**config.mk**
```make
export PLATFORM = sky130hd
export DESIGN_NAME = cs_bus_timer
export DESIGN_NICKNAME = d
export VERILOG_FILES = /design/src/rtl/cs_bus_pkg.sv /design/src/rtl/cs_len_scale.sv /design/src/rtl/cs_phase_timer.sv /design/src/rtl/cs_wait_guard.sv /design/src/rtl/cs_bus_timer.sv
export SDC_FILE = /design/constraint.sdc
export NUM_CORES = 1
export LEC_CHECK = 0
export BUFFER_PORTS_ARGS = -buffer_cell sky130_fd_sc_hd__buf_2
export CAP_MARGIN = 15
export CORE_ASPECT_RATIO = 0.9
export CORE_UTILIZATION = 55
export DETAILED_ROUTE_END_ITERATION = 8
export PLACE_DENSITY = 0.9
export SLEW_MARGIN = 25
export SYNTH_ARGS = -nofsm -noshare
export SYNTH_HDL_FRONTEND = slang
export SYNTH_SLANG_ARGS = --single-unit
```
**constraint.sdc**
```tcl
create_clock -name clk -period 4.4 [get_ports clk]
set_input_delay 0.88 -clock clk [delete_from_list [all_inputs] [get_ports clk]]
set_output_delay 0.88 -clock clk [all_outputs]
set_load 0.03 [all_outputs]
```
**src/rtl/cs_bus_pkg.sv**
```systemverilog
// Shared types for the chip-select timing sequencer.
// Assumes: the multiplier code mapping is fixed and known to software.
package cs_bus_pkg;

    typedef enum logic [2:0] {
        PH_IDLE,
        PH_ADR,
        PH_CE,
        PH_STB,
        PH_WRDY,
        PH_WEXT,
        PH_HLD,
        PH_PAUSE
    } phase_t;

    // Shift amount for a multiplier code: 0->x4, 1->x1, 2->x2, 3->x8.
    function automatic logic [1:0] mult_shift(input logic [1:0] code);
        case (code)
            2'd0:    mult_shift = 2'd2;
            2'd1:    mult_shift = 2'd0;
            2'd2:    mult_shift = 2'd1;
            default: mult_shift = 2'd3;
        endcase
    endfunction

endpackage

```
**src/rtl/cs_len_scale.sv**
```systemverilog
// Converts one programmed phase count into a length in clock cycles.
// Assumes: LW >= CW + 4, so that (2^CW) * 8 fits.
module cs_len_scale
    import cs_bus_pkg::*;
#(
    parameter int CW = 6,
    parameter int LW = CW + 4
) (
    input  logic [CW-1:0] cnt_i,
    input  logic [1:0]    mult_i,
    output logic [LW-1:0] len_o
);

    logic [LW-1:0] base;

    // Length = (count + 1) scaled by the selected power-of-two multiplier.
    always_comb begin
        base  = LW'(cnt_i) + LW'(1);
        len_o = base << mult_shift(mult_i);
    end

endmodule

```
**src/rtl/cs_phase_timer.sv**
```systemverilog
// Down counter that times the current phase.
// Assumes: load is asserted on the last cycle of the previous phase; len_i >= 1.
module cs_phase_timer #(
    parameter int LW = 10
) (
    input  logic          clk,
    input  logic          rst_n,
    input  logic          load_i,
    input  logic [LW-1:0] len_i,
    output logic          zero_o
);

    logic [LW-1:0] cnt_q;

    // Load length minus one, then count down to zero and hold.
    always_ff @(posedge clk) begin
        if (!rst_n)
            cnt_q <= '0;
        else if (load_i)
            cnt_q <= len_i - LW'(1);
        else if (cnt_q != '0)
            cnt_q <= cnt_q - LW'(1);
    end

    assign zero_o = (cnt_q == '0);

endmodule

```
**src/rtl/cs_wait_guard.sv**
```systemverilog
// Counts cycles spent waiting for device ready and flags expiry.
// Assumes: TMO_CYCLES >= 2; active_i is high only in the wait state.
module cs_wait_guard #(
    parameter int TMO_CYCLES = 64
) (
    input  logic clk,
    input  logic rst_n,
    input  logic active_i,
    output logic expire_o
);

    localparam int GW = $clog2(TMO_CYCLES);

    logic [GW-1:0] cnt_q;

    // Count while waiting, clear otherwise.
    always_ff @(posedge clk) begin
        if (!rst_n || !active_i)
            cnt_q <= '0;
        else if (cnt_q != GW'(TMO_CYCLES - 1))
            cnt_q <= cnt_q + GW'(1);
    end

    assign expire_o = active_i && (cnt_q == GW'(TMO_CYCLES - 1));

endmodule

```
**src/rtl/cs_bus_timer.sv**
```systemverilog
// Chip-select bus timing sequencer: runs one parallel-bus access per
// accepted request through address setup, enable delay, strobe, optional
// ready wait and extension, hold and pause.
// Assumes: the cfg_* inputs are static while an access is in progress.
module cs_bus_timer
    import cs_bus_pkg::*;
#(
    parameter int AW         = 16,
    parameter int DW         = 16,
    parameter int CW         = 6,
    parameter int TMO_CYCLES = 64
) (
    input  logic          clk,
    input  logic          rst_n,
    input  logic          cfg_en,
    input  logic [1:0]    cfg_mult,
    input  logic          cfg_wait_en,
    input  logic [CW-1:0] cfg_adr,
    input  logic [CW-1:0] cfg_ce,
    input  logic [CW-1:0] cfg_oe,
    input  logic [CW-1:0] cfg_we,
    input  logic [CW-1:0] cfg_rd_hld,
    input  logic [CW-1:0] cfg_wr_hld,
    input  logic [CW-1:0] cfg_pause,
    input  logic [CW-1:0] cfg_wait,
    input  logic          req_valid,
    output logic          req_ready,
    input  logic          req_write,
    input  logic [AW-1:0] req_addr,
    input  logic [DW-1:0] req_wdata,
    output logic          rsp_valid,
    output logic [DW-1:0] rsp_rdata,
    output logic          rsp_err,
    output logic [AW-1:0] bus_addr,
    output logic [DW-1:0] bus_wdata,
    output logic          bus_wdata_oe,
    input  logic [DW-1:0] bus_rdata,
    output logic          bus_ce_n,
    output logic          bus_oe_n,
    output logic          bus_we_n,
    input  logic          bus_rdy
);

    localparam int LW    = CW + 4;
    localparam int NF    = 8;
    localparam int F_ADR = 0;
    localparam int F_CE  = 1;
    localparam int F_OE  = 2;
    localparam int F_WE  = 3;
    localparam int F_RH  = 4;
    localparam int F_WH  = 5;
    localparam int F_PS  = 6;
    localparam int F_WT  = 7;

    phase_t                 state_q, state_d;
    logic                   write_q;
    logic [AW-1:0]          addr_q;
    logic [DW-1:0]          wdata_q;
    logic [DW-1:0]          rdata_q;
    logic                   err_q;
    logic                   rsp_valid_q;
    logic [NF-1:0][CW-1:0]  fcnt;
    logic [NF-1:0][LW-1:0]  flen;
    logic                   accept;
    logic                   load;
    logic [LW-1:0]          load_len;
    logic                   sample;
    logic                   abort;
    logic                   done;
    logic                   tmr_zero;
    logic                   wait_expire;
    logic [LW-1:0]          stb_len;
    logic [LW-1:0]          hld_len;

    // Gather the programmed counts into one indexed array.
    always_comb begin
        fcnt[F_ADR] = cfg_adr;
        fcnt[F_CE]  = cfg_ce;
        fcnt[F_OE]  = cfg_oe;
        fcnt[F_WE]  = cfg_we;
        fcnt[F_RH]  = cfg_rd_hld;
        fcnt[F_WH]  = cfg_wr_hld;
        fcnt[F_PS]  = cfg_pause;
        fcnt[F_WT]  = cfg_wait;
    end

    for (genvar g = 0; g < NF; g++) begin : g_scale
        cs_len_scale #(.CW(CW), .LW(LW)) u_scale (
            .cnt_i  (fcnt[g]),
            .mult_i (cfg_mult),
            .len_o  (flen[g])
        );
    end

    cs_phase_timer #(.LW(LW)) u_timer (
        .clk    (clk),
        .rst_n  (rst_n),
        .load_i (load),
        .len_i  (load_len),
        .zero_o (tmr_zero)
    );

    cs_wait_guard #(.TMO_CYCLES(TMO_CYCLES)) u_guard (
        .clk      (clk),
        .rst_n    (rst_n),
        .active_i (state_q == PH_WRDY),
        .expire_o (wait_expire)
    );

    assign req_ready = (state_q == PH_IDLE) && cfg_en;
    assign accept    = req_valid && req_ready;
    assign stb_len   = write_q ? flen[F_WE] : flen[F_OE];
    assign hld_len   = write_q ? flen[F_WH] : flen[F_RH];

    // Next phase, timer load and sample/abort/done decisions.
    always_comb begin
        state_d  = state_q;
        load     = 1'b0;
        load_len = flen[F_ADR];
        sample   = 1'b0;
        abort    = 1'b0;
        done     = 1'b0;
        case (state_q)
            PH_IDLE: begin
                if (accept) begin
                    state_d  = PH_ADR;
                    load     = 1'b1;
                    load_len = flen[F_ADR];
                end
            end
            PH_ADR: begin
                if (tmr_zero) begin
                    state_d  = PH_CE;
                    load     = 1'b1;
                    load_len = flen[F_CE];
                end
            end
            PH_CE: begin
                if (tmr_zero) begin
                    state_d  = PH_STB;
                    load     = 1'b1;
                    load_len = stb_len;
                end
            end
            PH_STB: begin
                if (tmr_zero) begin
                    if (cfg_wait_en && !bus_rdy) begin
                        state_d = PH_WRDY;
                    end else if (cfg_wait_en) begin
                        state_d  = PH_WEXT;
                        load     = 1'b1;
                        load_len = flen[F_WT];
                    end else begin
                        state_d  = PH_HLD;
                        load     = 1'b1;
                        load_len = hld_len;
                        sample   = 1'b1;
                    end
                end
            end
            PH_WRDY: begin
                if (bus_rdy) begin
                    state_d  = PH_WEXT;
                    load     = 1'b1;
                    load_len = flen[F_WT];
                end else if (wait_expire) begin
                    state_d  = PH_HLD;
                    load     = 1'b1;
                    load_len = hld_len;
                    sample   = 1'b1;
                    abort    = 1'b1;
                end
            end
            PH_WEXT: begin
                if (tmr_zero) begin
                    state_d  = PH_HLD;
                    load     = 1'b1;
                    load_len = hld_len;
                    sample   = 1'b1;
                end
            end
            PH_HLD: begin
                if (tmr_zero) begin
                    state_d  = PH_PAUSE;
                    load     = 1'b1;
                    load_len = flen[F_PS];
                end
            end
            PH_PAUSE: begin
                if (tmr_zero) begin
                    state_d = PH_IDLE;
                    done    = 1'b1;
                end
            end
            default: state_d = PH_IDLE;
        endcase
    end

    // Phase register.
    always_ff @(posedge clk) begin
        if (!rst_n)
            state_q <= PH_IDLE;
        else
            state_q <= state_d;
    end

    // Latch the request fields on acceptance.
    always_ff @(posedge clk) begin
        if (!rst_n) begin
            write_q <= 1'b0;
            addr_q  <= '0;
            wdata_q <= '0;
        end else if (accept) begin
            write_q <= req_write;
            addr_q  <= req_addr;
            wdata_q <= req_wdata;
        end
    end

    // Capture read data on the last strobe cycle of a read.
    always_ff @(posedge clk) begin
        if (!rst_n)
            rdata_q <= '0;
        else if (sample && !write_q)
            rdata_q <= bus_rdata;
    end

    // Error flag: cleared per access, set on wait timeout.
    always_ff @(posedge clk) begin
        if (!rst_n || accept)
            err_q <= 1'b0;
        else if (abort)
            err_q <= 1'b1;
    end

    // One-cycle completion pulse.
    always_ff @(posedge clk) begin
        if (!rst_n)
            rsp_valid_q <= 1'b0;
        else
            rsp_valid_q <= done;
    end

    assign rsp_valid    = rsp_valid_q;
    assign rsp_rdata    = rdata_q;
    assign rsp_err      = rsp_valid_q && err_q;
    assign bus_addr     = addr_q;
    assign bus_wdata    = wdata_q;
    assign bus_wdata_oe = write_q && (state_q != PH_IDLE);

    // Strobe decode from the phase register.
    always_comb begin
        logic ce_on;
        logic stb_on;
        ce_on    = (state_q == PH_CE) || (state_q == PH_STB) || (state_q == PH_WRDY)
                || (state_q == PH_WEXT) || (state_q == PH_HLD);
        stb_on   = (state_q == PH_STB) || (state_q == PH_WRDY) || (state_q == PH_WEXT);
        bus_ce_n = !ce_on;
        bus_oe_n = !(stb_on && !write_q);
        bus_we_n = !(stb_on && write_q);
    end

endmodule

```
# Word-level counts from Yosys, hierarchy flattened
# Index checks and enable logic that the tools add are counted.
[totals]
ff_bits = 70
in_bits = 105
word_cells = 120
[classes]
add_sub_neg = 11
eq_ne = 19
n_shift = 8
muxes = 40
reduce_logical = 33
[ops]
columns = ["op", "n"]
rows = [
  ["10-bit 2-to-1 mux", 13],
  ["10-bit by 2-bit left shift with 10-bit output", 8],
  ["10-bit case mux with 6 select lines", 1],
  ["6-bit by 1-bit adder with 7-bit output (second input constant)", 8],
  ["3-bit 2-to-1 mux", 9],
  ["3-bit case mux with 8 select lines", 1],
  ["10-bit by 1-bit subtractor with 10-bit output (second input constant)", 2],
  ["2-bit inequality test (second input constant)", 7],
  ["3-bit == test (second input constant)", 4],
  ["1-bit 2-to-1 mux", 11],
  ["10-bit logical NOT", 1],
  ["10-bit nonzero test", 1],
  ["1-bit logical AND", 9],
  ["1-bit logical OR", 8],
  ["8-bit AND reduction", 1],
  ["1-bit logical NOT", 7],
  ["6-bit by 1-bit adder with 6-bit output (second input constant)", 1],
  ["3-bit by 2-bit == test with 1-bit output (second input constant)", 2],
  ["6-bit == test (second input constant)", 1],
  ["6-bit inequality test (second input constant)", 1],
  ["2-bit case mux with 3 select lines", 1],
  ["2-bit 2-to-1 mux", 2],
  ["1-bit case mux with 4 select lines", 1],
  ["4-bit OR reduction", 1],
  ["other kinds (10)", 10],
]

# Depth between registers and ports, before layout
[depth]
depth_word = 10
mapped_depth = 18

# By module
# Synthesis repeated with hierarchy kept, for this count alone.
[hier_totals]
hier_cells = 979
area_unflattened_um2 = 7561.0
[modules_own_cells]
columns = ["mod", "n_inst", "cells_each", "area_each_um2", "seq_area_each_um2"]
rows = [
  ["cs_bus_timer", 1, 444, 3479.6, 1081.0],
  ["cs_len_scale", 8, 54, 392.9, 0.0],
  ["cs_phase_timer", 1, 70, 641.9, 200.2],
  ["cs_wait_guard", 1, 33, 296.5, 120.1],
]

# Worst setup path before layout
# OpenSTA, ideal clock, no wires.
[synth_path]
path_kind = "input to register"
start = "in cfg_mult[0]"
end = "reg u_timer.cnt_q[6]"
setup_ps = 128
arrival_time_ps = 3501
t_required_ps = 4272
path_slack_ps = 771
cell_stages = 18
n_path_buf = 5
path_cell_list = "inv_1 > ha_1 > buf_6 > or2_1 > buf_6 > buf_6 > buf_6 > buf_6 > o211ai_2 > o221ai_1 > o31ai_1 > nand4_1 > a22oi_1 > ha_1 > o311ai_1 > nor4_1 > xor2_1 > nor2_1"
[synth_via]
elab_chain_len = 10
word_cells_on_any_way = 26
[synth_lines]
columns = ["item", "line_no", "text"]
rows = [
  ["start, declared", "cs_bus_timer.sv:16", "input logic [1:0] cfg_mult,"],
  ["2-bit == test (tied with other cells)", "cs_bus_pkg.sv:18", "case (code)"],
  ["2-bit case mux with 3 select lines *", "cs_bus_pkg.sv:18", ""],
  ["10-bit by 2-bit left shift with 10-bit output", "cs_len_scale.sv:19", "len_o = base << mult_shift(mult_i);"],
  ["10-bit 2-to-1 mux", "cs_bus_timer.sv:113", "assign hld_len = write_q ? flen[F_WH] : flen[F_RH];"],
  ["10-bit 2-to-1 mux", "cs_bus_timer.sv:149", "end else if (cfg_wait_en) begin"],
  ["10-bit 2-to-1 mux", "cs_bus_timer.sv:147", "if (cfg_wait_en && !bus_rdy) begin"],
  ["10-bit 2-to-1 mux", "cs_bus_timer.sv:146", "if (tmr_zero) begin"],
  ["10-bit case mux with 6 select lines *", "cs_bus_timer.sv:123", "case (state_q)"],
  ["10-bit by 1-bit subtractor with 10-bit output *", "cs_phase_timer.sv:20", "cnt_q <= len_i - LW'(1);"],
  ["10-bit 2-to-1 mux *", "cs_phase_timer.sv:19", "else if (load_i)"],
  ["end signal, assigned", "cs_phase_timer.sv:20", ""],
  ["end signal, assigned", "cs_phase_timer.sv:22", "cnt_q <= cnt_q - LW'(1);"],
  ["end, declared", "cs_phase_timer.sv:13", "logic [LW-1:0] cnt_q;"],
]
# Mark *: on every way between the ends. The rest lies on a longest branch, timed or not.
# A chain may end at the register's enable or synchronous reset.

# Worst setup path in the final report
[layout_path]
start = "in cfg_rd_hld[0]"
end = "reg u_timer.cnt_q[9]"
[layout_via]
elab_chain_len = 9
word_cells_on_any_way = 12
[layout_lines]
columns = ["item", "line_no", "text"]
rows = [
  ["start, declared", "cs_bus_timer.sv:22", "input logic [CW-1:0] cfg_rd_hld,"],
  ["6-bit by 1-bit adder with 7-bit output *", "cs_len_scale.sv:18", "base = LW'(cnt_i) + LW'(1);"],
  ["10-bit by 2-bit left shift with 10-bit output *", "cs_len_scale.sv:19", ""],
  ["10-bit 2-to-1 mux *", "cs_bus_timer.sv:113", ""],
  ["10-bit 2-to-1 mux", "cs_bus_timer.sv:149", ""],
  ["10-bit 2-to-1 mux", "cs_bus_timer.sv:147", ""],
  ["10-bit 2-to-1 mux", "cs_bus_timer.sv:146", ""],
  ["10-bit case mux with 6 select lines *", "cs_bus_timer.sv:123", ""],
  ["10-bit by 1-bit subtractor with 10-bit output *", "cs_phase_timer.sv:20", ""],
  ["10-bit 2-to-1 mux *", "cs_phase_timer.sv:19", ""],
]
# Marks and branches as above.

==> results.sh <==
export IMPL_outcome="complete, no violations"
export IMPL_hp_class="register to register"
export IMPL_n_antenna_cell=0
export IMPL_tns_ns=0
export IMPL_syn_area_per_cell_sq_um=7.41
export IMPL_post_cts_setup_buffers=0
export IMPL_grt_use_total=0.385
export IMPL_relSlewSlack=0.441
export IMPL_ys_ff_latch=70
export IMPL_antenna_found_initial=0
export IMPL_crit_path_end="u_timer.cnt_q[9]"
export IMPL_powerDensity_nw_per_um2=346
export IMPL_async_reset_ff_frac=0
export IMPL_drt_initial_drc_count=1208
export IMPL_irDropWorstVdd_mv=0.370
export IMPL_r2r_end="u_timer.cnt_q[9]"
export IMPL_synth_edf_count=0
export IMPL_cts_sinks=70
export IMPL_synthFlopType="dfxtp_1"
export IMPL_final_setup_skew_ns=0.00891
export IMPL_chipHeight_um=106
export IMPL_min_period_over_period=0.922
export IMPL_worst_pin_slew_ns=0.837
export IMPL_cts_resized_gates=0
export IMPL_r2r_cells=14
export IMPL_dr_total_vias=7834
export IMPL_syn_inst=885
export IMPL_fin_nets=1153
export IMPL_setup_viol=0
export IMPL_synth_yosys_seq_area_share=0.214
export IMPL_vias_per_cell=6.55
export IMPL_worstSetupPathType="primary input to register"
export IMPL_fp_row_count=37
export IMPL_hold_violations=0
export IMPL_cts_root_buf="clkbuf_16"
export IMPL_firstDrtPassIters=6
export IMPL_r2r_slack_ns=0.42
export IMPL_io_pins=160
export IMPL_crit_path_start="cfg_rd_hld[0]"
export IMPL_clk_latency_ns=0.33
export IMPL_cts_max_path_buffers=2
export IMPL_syn_area_sq_um=6550
export IMPL_routed_wl_mm=23.7
export IMPL_cts_made_buffers=9
export IMPL_grt_pass1_vias=7041
export IMPL_path_clk_slew_ns=0.06
export IMPL_gp_routability_congestion=1.05
export IMPL_syn_nets=1003
export IMPL_hold_ws_ns=0.462
export IMPL_die_width_um=117
export IMPL_io_buffers=159
export IMPL_crit_arrival_ns=4.28
export IMPL_cts_hold_fix_buffers=0
export IMPL_drv_slew=0
export IMPL_wl_per_cell_um=19.8
export IMPL_die_area_sq_um=12400
export IMPL_r2r_start="write_q"
export IMPL_cts_tree="done"
export IMPL_drc=0
export IMPL_max_cap_violations=0
export IMPL_yosys_warnings=0
export IMPL_crit_path_end_kind="register"
export IMPL_grt_max_degree=58
export IMPL_rsz0062_at_grt="no"
export IMPL_p_leak_nw=3.17
export IMPL_cts_htree_levels=3
export IMPL_required_ns=4.62
export IMPL_ant_nets=0
export IMPL_layout_drive_gt1_share=0.255
export IMPL_ys_types=93
export IMPL_area_growth_syn_to_layout_pct=20.1
export IMPL_overflow=0
export IMPL_fmax_mhz=247
export IMPL_grt_pass1_wl_mm=36.6
export IMPL_final_min_clock_period_ns=4.06
export IMPL_dp_hpwl_mm=18.1
export IMPL_crit_path_start_kind="primary input"
export IMPL_start_util=0.569
export IMPL_crit_fanout=5
export IMPL_coreArea_sq_um=11500
==> cells by family after synthesis <==
family / Yosys count / synth area share
XOR/XNOR: 21 / 0.0281
AO/OA/AOI/OAI: 290 / 0.327
flip-flops: 70 / 0.214
AND/OR/NAND/NOR: 375 / 0.286
buffers and inverters: 80 / 0.0584
adder cells (fa/ha/maj): 13 / 0.0248
multiplexers: 36 / 0.0619
==> Yosys cell counts, drive strengths merged, types with 18 or more instances <==
| library cell | instances | area, sq um |
|---|---|---|
| a211oi | 18 | 153 |
| a21boi | 51 | 383 |
| a21oi | 45 | 225 |
| buf | 36 | 218 |
| clkbuf | 28 | 105 |
| dfxtp | 70 | 1400 |
| mux2i | 24 | 244 |
| nand2 | 165 | 619 |
| nand3 | 34 | 175 |
| nor2 | 54 | 219 |
| nor3 | 21 | 105 |
| o21ai | 38 | 190 |
==> sequential cells by signal, indices dropped and copies added, names as in the netlist <==
signal and cells:
rsp_rdata 16, rsp_valid 1, bus_addr 16, err_q 1
bus_wdata 16, u_timer.cnt_q 10, state_q 3, u_guard.cnt_q 6
write_q 1
==> per-stage QoR <==
step,setup slack [ns],utilization,instance area [sq um],cells,power (mW)
2_1_floorplan,0.771,-,6550,885,1.58
3_3_place_gp,0.253,0.657,7570,1180,1.94
3_5_place_dp,0.0936,0.657,7570,1180,1.96
4_1_cts,0.447,0.683,7870,1196,2.69
5_1_grt,0.0989,0.683,7870,1196,2.86
6_report,0.344,0.683,7870,1196,2.73
==> routing by layer <==
metal  track usage  wire length (um)  vias to the layer above  part of all wire
li1              -                 -                     3614                 -
met1         0.514              9770                     3624              0.41
met2         0.576             10300                      498              0.43
met3        0.0880              2530                       98              0.11
met4         0.193              1100                        0             0.047
met5             0                 0                        -                 0
==> cell type report <==
| class | instances | area [sq um] |
|---|---|---|
| Multi-Input combinational cell | 735 | 4780 |
| Tap cell | 156 | 195 |
| Sequential cell | 70 | 1400 |
| Timing Repair Buffer | 203 | 1140 |
| Clock inverter | 5 | 58.8 |
| Inverter | 16 | 60.1 |
| Clock buffer | 11 | 243 |
| Fill cell | 987 | 3650 |
==> report_power, final <==
part	switching, mW	internal (mW)	leakage, nW
Combinational	0.803	0.457	2.46
Clock	0.273	0.454	0.142
Sequential	0.0483	0.692	0.569
==> worst min path at each step <==
stage | startpoint | end | slack (ns) | cells past startpoint
floorplan | err_q | err_q | 0.46 | 1
global placement | rsp_rdata[15] | rsp_rdata[15] | 0.45 | 2
detailed placement | rsp_rdata[0] | rsp_rdata[0] | 0.46 | 2
CTS | rsp_rdata[0] | rsp_rdata[0] | 0.46 | 2
global route | rsp_rdata[12] | rsp_rdata[12] | 0.48 | 2
finish | rsp_rdata[12] | rsp_rdata[12] | 0.46 | 2
==> placed cells by master, fill, tap and decap left out, types with 8 or more instances in the layout <==
master,netlist,final
dfxtp_1,70,70
nor2b_1,8,8
and3_1,9,9
a311oi_1,8,8
nand2_1,165,164
inv_1,12,12
xnor2_1,9,9
a21boi_0,51,51
nand3_1,33,33
o21ai_1,8,8
o22ai_1,10,10
xor2_1,12,12
nand4_1,16,16
clkbuf_16,0,9
nor2_1,53,53
a31oi_1,14,14
o21ai_0,30,30
a211oi_1,16,15
mux2_2,8,8
buf_4,1,43
buf_2,21,159
o211ai_1,10,10
a21oi_1,45,45
o211a_1,8,8
o221ai_1,8,8
mux2i_1,23,23
ha_1,13,13
nor3_1,21,21
==> worst max-delay path, stage by stage <==
cell and delay, ns:
buf_2 0.12, mux2i_1 0.36, inv_1 0.14, ha_1 0.26, nand4b_1 0.20, nand3_1 0.16
and3_1 0.22, a2111oi_0 0.39, buf_4 0.20, a211oi_1 0.06, nor4_1 0.36, a21oi_1 0.25
nor2b_4 0.21, nand4_1 0.12, mux2_1 0.33
No activity file was read; power rests on OpenSTA's default activity.
